==> config.mk <==
export PLATFORM = sky130hd
export DESIGN_NAME = trace_buf_ctrl
export DESIGN_NICKNAME = d
export VERILOG_FILES = /design/src/rtl/trc_pkg.sv /design/src/rtl/trc_arm_ctrl.sv /design/src/rtl/trc_wr_ptr.sv /design/src/rtl/trc_store.sv /design/src/rtl/trace_buf_ctrl.sv
export SDC_FILE = /design/constraint.sdc
export NUM_CORES = 2
export LEC_CHECK = 0
export BUFFER_PORTS_ARGS = -buffer_cell sky130_fd_sc_hd__buf_2
export CAP_MARGIN = 20
export CORE_MARGIN = 3
export CORE_UTILIZATION = 45
export DETAILED_ROUTE_END_ITERATION = 8
export GPL_TIMING_DRIVEN = 1
export PLACE_DENSITY = 0.68
export RECOVER_POWER = 50
export SETUP_SLACK_MARGIN = 0.2
export SLEW_MARGIN = 25
export SYNTH_ARGS = -nofsm -noshare
export SYNTH_HDL_FRONTEND = slang
export SYNTH_SLANG_ARGS = --single-unit
==> constraint.sdc <==
create_clock -name clk_i -period 5.3 [get_ports clk_i]
set_input_delay 1.06 -clock clk_i [delete_from_list [all_inputs] [get_ports clk_i]]
set_output_delay 1.06 -clock clk_i [all_outputs]
set_load 0.03 [all_outputs]
==> src/rtl/trc_pkg.sv <==
`timescale 1ns/1ps
package trc_pkg;
  typedef enum logic {
    CAP_ONESHOT = 1'b0,
    CAP_WRAP    = 1'b1
  } cap_mode_e;
endpackage

==> src/rtl/trc_arm_ctrl.sv <==
`timescale 1ns/1ps
module trc_arm_ctrl (
  input  logic clk_i,
  input  logic rst_ni,
  input  logic cpu_run_i,
  input  logic auto_start_i,
  input  logic arm_req_i,
  input  logic resume_en_i,
  input  logic full_evt_i,
  output logic armed_o,
  output logic start_o,
  output logic resume_o
);
  logic run_q, arm_pend_q, res_pend_q, skip_q;
  logic rise, halted_pend;

  assign rise        = cpu_run_i & ~run_q;
  assign start_o     = rise & (auto_start_i | arm_pend_q | arm_req_i) & ~skip_q;
  assign halted_pend = res_pend_q & ~cpu_run_i;

  always_ff @(posedge clk_i or negedge rst_ni) begin
    if (!rst_ni) begin
      run_q      <= 1'b0;
      arm_pend_q <= 1'b0;
      armed_o    <= 1'b0;
      res_pend_q <= 1'b0;
      skip_q     <= 1'b0;
      resume_o   <= 1'b0;
    end else begin
      run_q <= cpu_run_i;
      if (start_o)        arm_pend_q <= 1'b0;
      else if (arm_req_i) arm_pend_q <= 1'b1;
      if (start_o)                            armed_o <= 1'b1;
      else if (!cpu_run_i || full_evt_i)      armed_o <= 1'b0;
      if (full_evt_i && resume_en_i) res_pend_q <= 1'b1;
      else if (halted_pend)          res_pend_q <= 1'b0;
      if (halted_pend) skip_q <= 1'b1;
      else if (rise)   skip_q <= 1'b0;
      resume_o <= halted_pend;
    end
  end

  // a stopped CPU leaves capture disarmed
  p_disarm_on_stop_r5: assert property (@(posedge clk_i) disable iff (!rst_ni)
    !cpu_run_i |=> !armed_o);
  // resume request is a single pulse
  p_resume_pulse_r9: assert property (@(posedge clk_i) disable iff (!rst_ni)
    resume_o |=> !resume_o);
  // the rise after a resume never arms
  p_skip_no_arm_r9: assert property (@(posedge clk_i) disable iff (!rst_ni)
    resume_o && !cpu_run_i |=> !start_o || !cpu_run_i);
endmodule

==> src/rtl/trc_wr_ptr.sv <==
`timescale 1ns/1ps
module trc_wr_ptr #(
  parameter int DEPTH = 256,
  localparam int AW = $clog2(DEPTH),
  localparam int CW = $clog2(DEPTH + 1)
) (
  input  logic          clk_i,
  input  logic          rst_ni,
  input  logic          start_i,
  input  logic          wr_en_i,
  input  logic          wrap_mode_i,
  output logic [AW-1:0] wptr_o,
  output logic          wrapped_o,
  output logic [CW-1:0] count_o,
  output logic          full_evt_o,
  output logic          brk_req_o
);
  logic last;

  assign last       = (wptr_o == AW'(DEPTH - 1));
  assign full_evt_o = wr_en_i & last & ~wrap_mode_i;
  assign count_o    = wrapped_o ? CW'(DEPTH) : CW'(wptr_o);

  always_ff @(posedge clk_i or negedge rst_ni) begin
    if (!rst_ni) begin
      wptr_o    <= '0;
      wrapped_o <= 1'b0;
      brk_req_o <= 1'b0;
    end else begin
      brk_req_o <= full_evt_o;
      if (start_i) begin
        wptr_o    <= '0;
        wrapped_o <= 1'b0;
      end else if (wr_en_i) begin
        wptr_o <= last ? '0 : wptr_o + AW'(1);
        if (last) wrapped_o <= 1'b1;
      end
    end
  end

  // count never exceeds capacity
  p_count_max_r8: assert property (@(posedge clk_i) disable iff (!rst_ni)
    count_o <= CW'(DEPTH));
  // break request is a single pulse
  p_brk_pulse_r4: assert property (@(posedge clk_i) disable iff (!rst_ni)
    brk_req_o |=> !brk_req_o);
  // a write in wrap mode never breaks
  p_wrap_no_brk_r6: assert property (@(posedge clk_i) disable iff (!rst_ni)
    wr_en_i && wrap_mode_i |=> !brk_req_o);
  // pointer only moves on a write or arming
  p_ptr_hold_r3: assert property (@(posedge clk_i) disable iff (!rst_ni)
    !wr_en_i && !start_i |=> $stable(wptr_o));
endmodule

==> src/rtl/trc_store.sv <==
`timescale 1ns/1ps
module trc_store #(
  parameter int DEPTH = 256,
  parameter int DW = 8,
  localparam int AW = $clog2(DEPTH)
) (
  input  logic          clk_i,
  input  logic          rst_ni,
  input  logic          wr_en_i,
  input  logic [AW-1:0] waddr_i,
  input  logic [DW-1:0] wdata_i,
  input  logic [AW-1:0] base_i,
  input  logic [AW-1:0] rd_idx_i,
  output logic [DW-1:0] rd_data_o
);
  logic [DW-1:0] mem [DEPTH];
  logic [AW:0]   sum;
  logic [AW-1:0] raddr;

  // logical index -> physical slot, modulo DEPTH
  assign sum   = {1'b0, base_i} + {1'b0, rd_idx_i};
  assign raddr = (sum >= (AW+1)'(DEPTH)) ? AW'(sum - (AW+1)'(DEPTH)) : AW'(sum);

  always_ff @(posedge clk_i) begin
    if (wr_en_i) mem[waddr_i] <= wdata_i;
  end

  always_ff @(posedge clk_i or negedge rst_ni) begin
    if (!rst_ni) rd_data_o <= '0;
    else         rd_data_o <= mem[raddr];
  end
endmodule

==> src/rtl/trace_buf_ctrl.sv <==
`timescale 1ns/1ps
module trace_buf_ctrl #(
  parameter int DEPTH = 256,
  parameter int DW = 8,
  localparam int AW = $clog2(DEPTH),
  localparam int CW = $clog2(DEPTH + 1)
) (
  input  logic          clk_i,
  input  logic          rst_ni,
  input  logic          cpu_run_i,
  input  logic          trc_valid_i,
  input  logic [DW-1:0] trc_data_i,
  input  logic          mode_i,
  input  logic          auto_start_i,
  input  logic          arm_req_i,
  input  logic          resume_en_i,
  input  logic [AW-1:0] rd_idx_i,
  output logic [DW-1:0] rd_data_o,
  output logic [CW-1:0] count_o,
  output logic          brk_req_o,
  output logic          resume_o
);
  import trc_pkg::*;

  cap_mode_e     mode;
  logic          armed, start, wr_en, full_evt, wrapped;
  logic [AW-1:0] wptr, base;

  assign mode  = cap_mode_e'(mode_i);
  assign wr_en = armed & cpu_run_i & trc_valid_i;
  assign base  = wrapped ? wptr : '0;

  trc_arm_ctrl u_arm (
    .clk_i(clk_i), .rst_ni(rst_ni), .cpu_run_i(cpu_run_i),
    .auto_start_i(auto_start_i), .arm_req_i(arm_req_i),
    .resume_en_i(resume_en_i), .full_evt_i(full_evt),
    .armed_o(armed), .start_o(start), .resume_o(resume_o)
  );

  trc_wr_ptr #(.DEPTH(DEPTH)) u_ptr (
    .clk_i(clk_i), .rst_ni(rst_ni), .start_i(start), .wr_en_i(wr_en),
    .wrap_mode_i(mode == CAP_WRAP), .wptr_o(wptr), .wrapped_o(wrapped),
    .count_o(count_o), .full_evt_o(full_evt), .brk_req_o(brk_req_o)
  );

  trc_store #(.DEPTH(DEPTH), .DW(DW)) u_store (
    .clk_i(clk_i), .rst_ni(rst_ni), .wr_en_i(wr_en), .waddr_i(wptr),
    .wdata_i(trc_data_i), .base_i(base), .rd_idx_i(rd_idx_i),
    .rd_data_o(rd_data_o)
  );

  // no capture while the CPU is stopped
  p_no_cap_stopped_r3: assert property (@(posedge clk_i) disable iff (!rst_ni)
    !cpu_run_i |=> $stable(count_o) || count_o == '0);
endmodule

* Word-level counts from Yosys, hierarchy flattened
Memories as Yosys holds them, arrays and structs flattened. A register that Yosys moved wholly into a read port is not among the register bits.
Cells that the tools add are included.
** Storage, ports and cells
- Memory bits (writable) :: 2048
- Bits in read-only memories :: 0
- Register bits :: 16
- Memories kept :: 1
- Bits in latches :: 0
- Logic and storage cells :: 59
- Input port bits :: 24
- Output and inout port bits :: 19
** Memories
- u_store.mem :: words 256, bits a word 8, rd ports 1, clocked after memory_dff 1, wr ports 1, RTL line trc_store.sv:16 : logic [DW-1:0] mem [DEPTH];
** Operators by class
- Magnitude comparators :: 1
- Shift-type cells :: 0
- Eq/ne operators :: 1
- Divide/modulo/power cells :: 0
- Add/subtract/negate cells :: 3
- Reductions and logical operators :: 11
- Multiplexer cells :: 19
- Bitwise logic cells :: 14
- $mul :: 0
** Operators with widths (number)
- 2-to-1 mux 8 bit :: 5
- 2-to-1 mux 1 bit :: 13
- nonzero test 2 bit :: 6
- adder 8 x 8 -> 9 bit :: 1
- greater-or-equal comparator 9 bit (second input constant) :: 1
- 2-to-1 mux 9 bit :: 1
- adder 8 x 1 -> 8 bit (second input constant) :: 1
- bitwise AND 1 bit :: 8
- equality test 8 bit (second input constant) :: 1
- subtractor 8 x 1 -> 8 bit (second input constant) :: 1
- inverter 1 bit :: 4
- zero test 1 bit :: 2
- OR 1 bit :: 2
- AND reduction 2 bit :: 1
- logical AND 1 bit :: 1
- logical OR 1 bit :: 1

* Depth between registers and ports, before layout
- Depth in word-level cells :: 7
- Mapped depth :: 16
- Depth with buffers taken out :: 12

* Hierarchy
From an unflattened synthesis, not the netlist that was laid out.
** Second synthesis, totals
- Cells, all modules :: 3981
- Area total of the unflattened synthesis :: 81105.3 µm²
** Modules (own cells, without submodules)
- trc_store :: times used 1, sequential area each 61699.2 µm², area each 80303.3 µm², cells an instance 3900
- trc_wr_ptr :: times used 1, sequential area each 250.2 µm², area each 525.5 µm², cells an instance 54
- trc_arm_ctrl :: times used 1, sequential area each 150.1 µm², area each 220.2 µm², cells an instance 18
- trace_buf_ctrl :: times used 1, sequential area each 0.0 µm², area each 56.3 µm², cells an instance 9

* Worst setup path before layout
No wires, ideal clock.
- Kind :: in2reg
- Start :: in rd_idx_i[0]
- End :: reg u_store.rd_data_o[6] (read register of u_store.mem)
- Library setup time :: 0.139 ns
- Buffers on the path :: 4
- Cell stages on the path :: 13
- Data required time :: 5.161 ns
- Path slack :: 1.123 ns
- Data arrival time :: 4.038 ns
- Cells stage by stage :: ha_1 > inv_1 > fa_1 > buf_2 > clkbuf_1 > clkbuf_1 > clkbuf_1 > mux4_2 > mux2i_1 > a32oi_1 > o21ai_1 > o22ai_1 > or4_1
** Between the ends
- Word-level cells in the longest chain between the ends :: 3
- Elaborated cells between the ends (all ways) :: 4
- Those cells by class :: add/sub (2); order compare (1); mux (1)
** Ends and longest elaborated chain
- start, declared :: RTL line trace_buf_ctrl.sv:17 : input logic [AW-1:0] rd_idx_i,
- adder 8 x 8 -> 9 bit * :: RTL line trc_store.sv:21 : assign sum = {1'b0, base_i} + {1'b0, rd_idx_i};
- subtractor 8 x 1 -> 8 bit or greater-or-equal comparator 9 bit (tied branches) :: RTL line trc_store.sv:22 : assign raddr = (sum >= (AW+1)'(DEPTH)) ? AW'(sum - (AW+1)'(DEPTH)) : AW'(sum);
- 2-to-1 mux 8 bit * :: RTL line trc_store.sv:22
- end, declared :: RTL line trc_store.sv:14 : output logic [DW-1:0] rd_data_o
Every way passes the cells marked *; elsewhere a longest branch is shown, timed or not.
A chain may end at the register's enable or synchronous reset.

* Worst setup path in the final report
- Start :: reg u_ptr.wptr_o[0]
- End :: reg u_store.rd_data_o[7] (read register of u_store.mem)
** Between the ends
- Word-level cells in the longest chain between the ends :: 4
- Elaborated cells between the ends (all ways) :: 5
- Those cells by class :: add/sub (2); order compare (1); mux (2)
** Ends and longest elaborated chain
- start, declared :: RTL line trc_wr_ptr.sv:12 : output logic [AW-1:0] wptr_o,
- start signal, assigned :: RTL line trc_wr_ptr.sv:35 : wptr_o <= last ? '0 : wptr_o + AW'(1);
- 2-to-1 mux 8 bit * :: RTL line trace_buf_ctrl.sv:31 : assign base = wrapped ? wptr : '0;
- adder 8 x 8 -> 9 bit * :: RTL line trc_store.sv:21
- subtractor 8 x 1 -> 8 bit or greater-or-equal comparator 9 bit (tied branches) :: RTL line trc_store.sv:22
- 2-to-1 mux 8 bit * :: RTL line trc_store.sv:22
Marks and branches as above.

==> results by group <==
Outcome
  • Status: finished with violations
  • Violated checks: max-capacitance violations, max-slew violations

Timing
  • Final setup viols: 0
  • Worst rel slew slack: -1.67
  • Final hold violation count: 0
  • Post-layout min period: 4730 ps
  • Max Slew Vio Count: 1354
  • Final worst-path cycle share: 0.892
  • TNS Setup: 0 ps
  • Setup Skew: 34.9 ps
  • Fin worst setup slack: 572 ps
  • Max Fclk: 0.212 GHz
  • Slew @ Worst Pin: 4000 ps
  • RSZ-0062 raised after global routing: false
  • Hold slack final: 470 ps

Hold path
  • Min-Delay Endpoint: u_ptr.brk_req_o
  • Hold path depth: 2
  • Hold Crit Class: input pin to flop
  • Min-delay src: mode_i

Worst setup path
  • Cell family with the largest share of critical-path delay: multiplexers
  • Critical path launch point type: flop
  • Reg2reg path depth: 13
  • Slowest cell delay on critical path: 700 ps
  • Crit path launch: u_ptr.wptr_o[0]
  • CP Class: flop to flop
  • Crit Reg-Reg Endpoint: u_store.rd_data_o[7]
  • Crit path max fanout: 34
  • CP Buf/Inv Count: 3
  • Critical Path RT: 5970 ps
  • Slack of the worst reg-to-reg path: 570 ps
  • Critical path's slowest cell: mux2i_1
  • Reg2reg start: u_ptr.wptr_o[0]
  • CP most frequent cell: buf_12
  • CP Capture Type: flop
  • Worst path arrival time: 5400 ps
  • Cell Chain, Critical Path: and2_1, ha_4, inv_1, fa_4, nand2b_1, a21oi_2, xnor2_2, buf_12, buf_12, mux4_2, mux2i_1, o22ai_1, or4_1

Pwr
  • Pwr dens: 373 mW/mm²
  • Peak supply drop: 0.296 mV
  • Leakage power: 28.3 nW
  • PnR Total Power: 33.9 mW

Route
  • Pre-Repair DR Iteration Count: 5
  • DR vias/cell: 5.98
  • Routed length per instance: 29.8 µm
  • DRC: 0
  • DRT Wirelength: 185 mm
  • Antenna-violating nets left: 0
  • Initial DRC Count: 4402
  • Vias: 37077

Yosys
  • Synthesized area: 0.0803 mm²
  • Cell taking the most area after synthesis: edfxtp_1
  • Register area share after synthesis: 0.774
  • Top cells by count, synth: edfxtp_1, mux4_2, nor2_1, clkbuf_1, mux2i_1
  • Ranking of synthesized cells by area: edfxtp_1, mux4_2, nor2_1, mux2i_1, dfrtp_1
  • Yosys top cell area share: 0.766
  • Ys Warns: 0
  • Most numerous cell in the Yosys netlist: edfxtp_1
  • Top_reg_cell synth: edfxtp_1
  • EDFF count, synth: 2048
  • Yosys reg bits: 2072
  • Syn Nets: 3493
  • Async set or reset register ratio after synthesis: 0.0116
  • Syn avg cell area: 23.2 µm²
  • Post-Synthesis Cells: 3457
  • Number of unique standard cell types used by synthesis: 46

CTS
  • Hold Buf Count CTS: 0
  • Clk root buf: clkbuf_16
  • Num Clock Sinks: 2072
  • CTS tree: yes
  • # resized after CTS: 0
  • CTS Buf Count: 200
  • Clock Pin Slew Worst Setup and Hold Paths: 60 ps
  • CTS max path bufs: 3
  • Clock Latency Late Sink: 810 ps
  • Postcts setup bufs: 0
  • H-Tree Depth: 4

Global route
  • Largest net degree at the start of global routing: 166
  • Vias in the first global route: 37738
  • Initial antenna violation count: 4
  • First-pass GRT wire length: 269 mm
  • M3 GR Usage: 0.0450
  • Busiest grt layer: met2
  • M1 GR Usage: 0.280
  • Met2 usage: 0.320
  • Gr ovfl total: 0
  • Total GRT Usage: 0.201

Cells and area
  • Fraction of layout cells with a size suffix above 1: 0.294
  • Final Cell Area: 0.0910 mm²
  • Area grow syn2layout: 13.4%
  • Final #Nets: 3727

Die
  • Die width: 428 µm
  • Die ar.: 0.183 mm²
  • Initial core utilization: 0.454
  • IO Count: 43
  • Area of the core: 0.177 mm²
  • Die H: 428 µm
  • Rows: 154

Placed design
  • DP Area: 0.0845 mm²
  • GP Congestion: 0.853
  • Setup slack after placement: 18.1 ps
  • Post-DP HPWL: 114 mm
  • Port Buffers: 42

Run
  • Max-Cap Viols: 20
-- logic make-up after synthesis --
| logic type | share of synthesized area |
|---|---|
| AND/OR/NAND/NOR | 0.0199 |
| flip-flops | 0.774 |
| multiplexers | 0.186 |
| AO/OA/AOI/OAI | 0.00560 |
| adder cells (fa/ha/maj) | 0.00196 |
| buffers and inverters | 0.0111 |
| XOR/XNOR | 0.00164 |
-- how the worst max path moves through the flow --
stage / endpoint / slack (ps) / cells past startpoint
finish: u_store.rd_data_o[7] / 570 / 13
global route: u_store.mem[24][1] / 370 / 2
CTS: u_store.rd_data_o[7] / 550 / 13
detailed placement: u_store.rd_data_o[7] / 20 / 13
global placement: u_store.rd_data_o[7] / -10 / 13
floorplan: u_store.rd_data_o[6] / 1120 / 13
-- state kept, by name, summed over array words and instances, names as in the netlist --
register	cells
u_ptr.wptr_o	8
u_ptr.brk_req_o	1
u_arm.res_pend_q	1
u_arm.armed_o	1
u_store.mem	2048
u_store.rd_data_o	8
u_arm.run_q	1
u_arm.resume_o	1
u_arm.arm_pend_q	1
u_ptr.wrapped_o	1
u_arm.skip_q	1
-- cell type report --
class                           count  area (µm²)
Timing Repair Buffer              222        2010
Multi-Input combinational cell   1187       17400
Tap cell                         2340        2930
Sequential cell                  2072       62100
Antenna cell                        5        12.5
Clock buffer                      243        5350
Fill cell                       13399       85700
Clock inverter                    124        1180
Inverter                            8        30.0
-- worst reg2reg max path, delay by kind of cell, from the launching register on --
| family | cells | cell delay (ps) |
|---|---|---|
| fa+ha+maj | 2 | 660 |
| simple gates | 3 | 970 |
| flops | 1 | 450 |
| compound gates | 2 | 400 |
| buf+inv | 3 | 670 |
| xor+xnor | 1 | 190 |
| mux | 2 | 1280 |
-- per-layer routing --
layer	wire (µm)	share of wire
met3	16100	0.087
met5	0	0
met2	90500	0.49
met1	72300	0.39
met4	5680	0.031
-- through the flow --
stage               instances  utilization
detailed placement       5827        0.478
global placement         5827        0.478
floorplan                3457            -
finish                   6201        0.515
CTS                      6194        0.515
global route             6197        0.515
-- power by group --
group          internal [mW]  switching (mW)
logic                  0.685            1.02
clock network           8.18            5.93
registers               18.0          0.0376
-- layout by cell type (no fill, tap or decap), types with 2 or more instances in the layout --
cell and instances:
and2_1 8, xnor2_1 3, a21oi_1 5, nor2_2 2
nand3_1 14, clkinv_2 36, nand3_2 3, edfxtp_1 2048
a21o_1 2, xor2_1 8, and2_0 2, nand2_1 44
o21ai_0 5, ha_1 10, clkinvlp_4 7, dfrtp_1 24
nor3_1 2, a32oi_1 6, diode_2 5, mux4_2 629
clkbuf_1 54, clkinv_8 3, xnor2_2 2, o22ai_1 32
clkinv_1 48, clkbuf_2 14, bufinv_16 21, inv_6 3
or4_1 8, buf_2 32, nor2b_1 15, nor2_1 283
mux2i_1 75, buf_12 41, clkbuf_16 208, clkinv_4 4
inv_1 8, a22oi_1 5, buf_4 113
No activity file was read; power rests on OpenSTA's default activity.
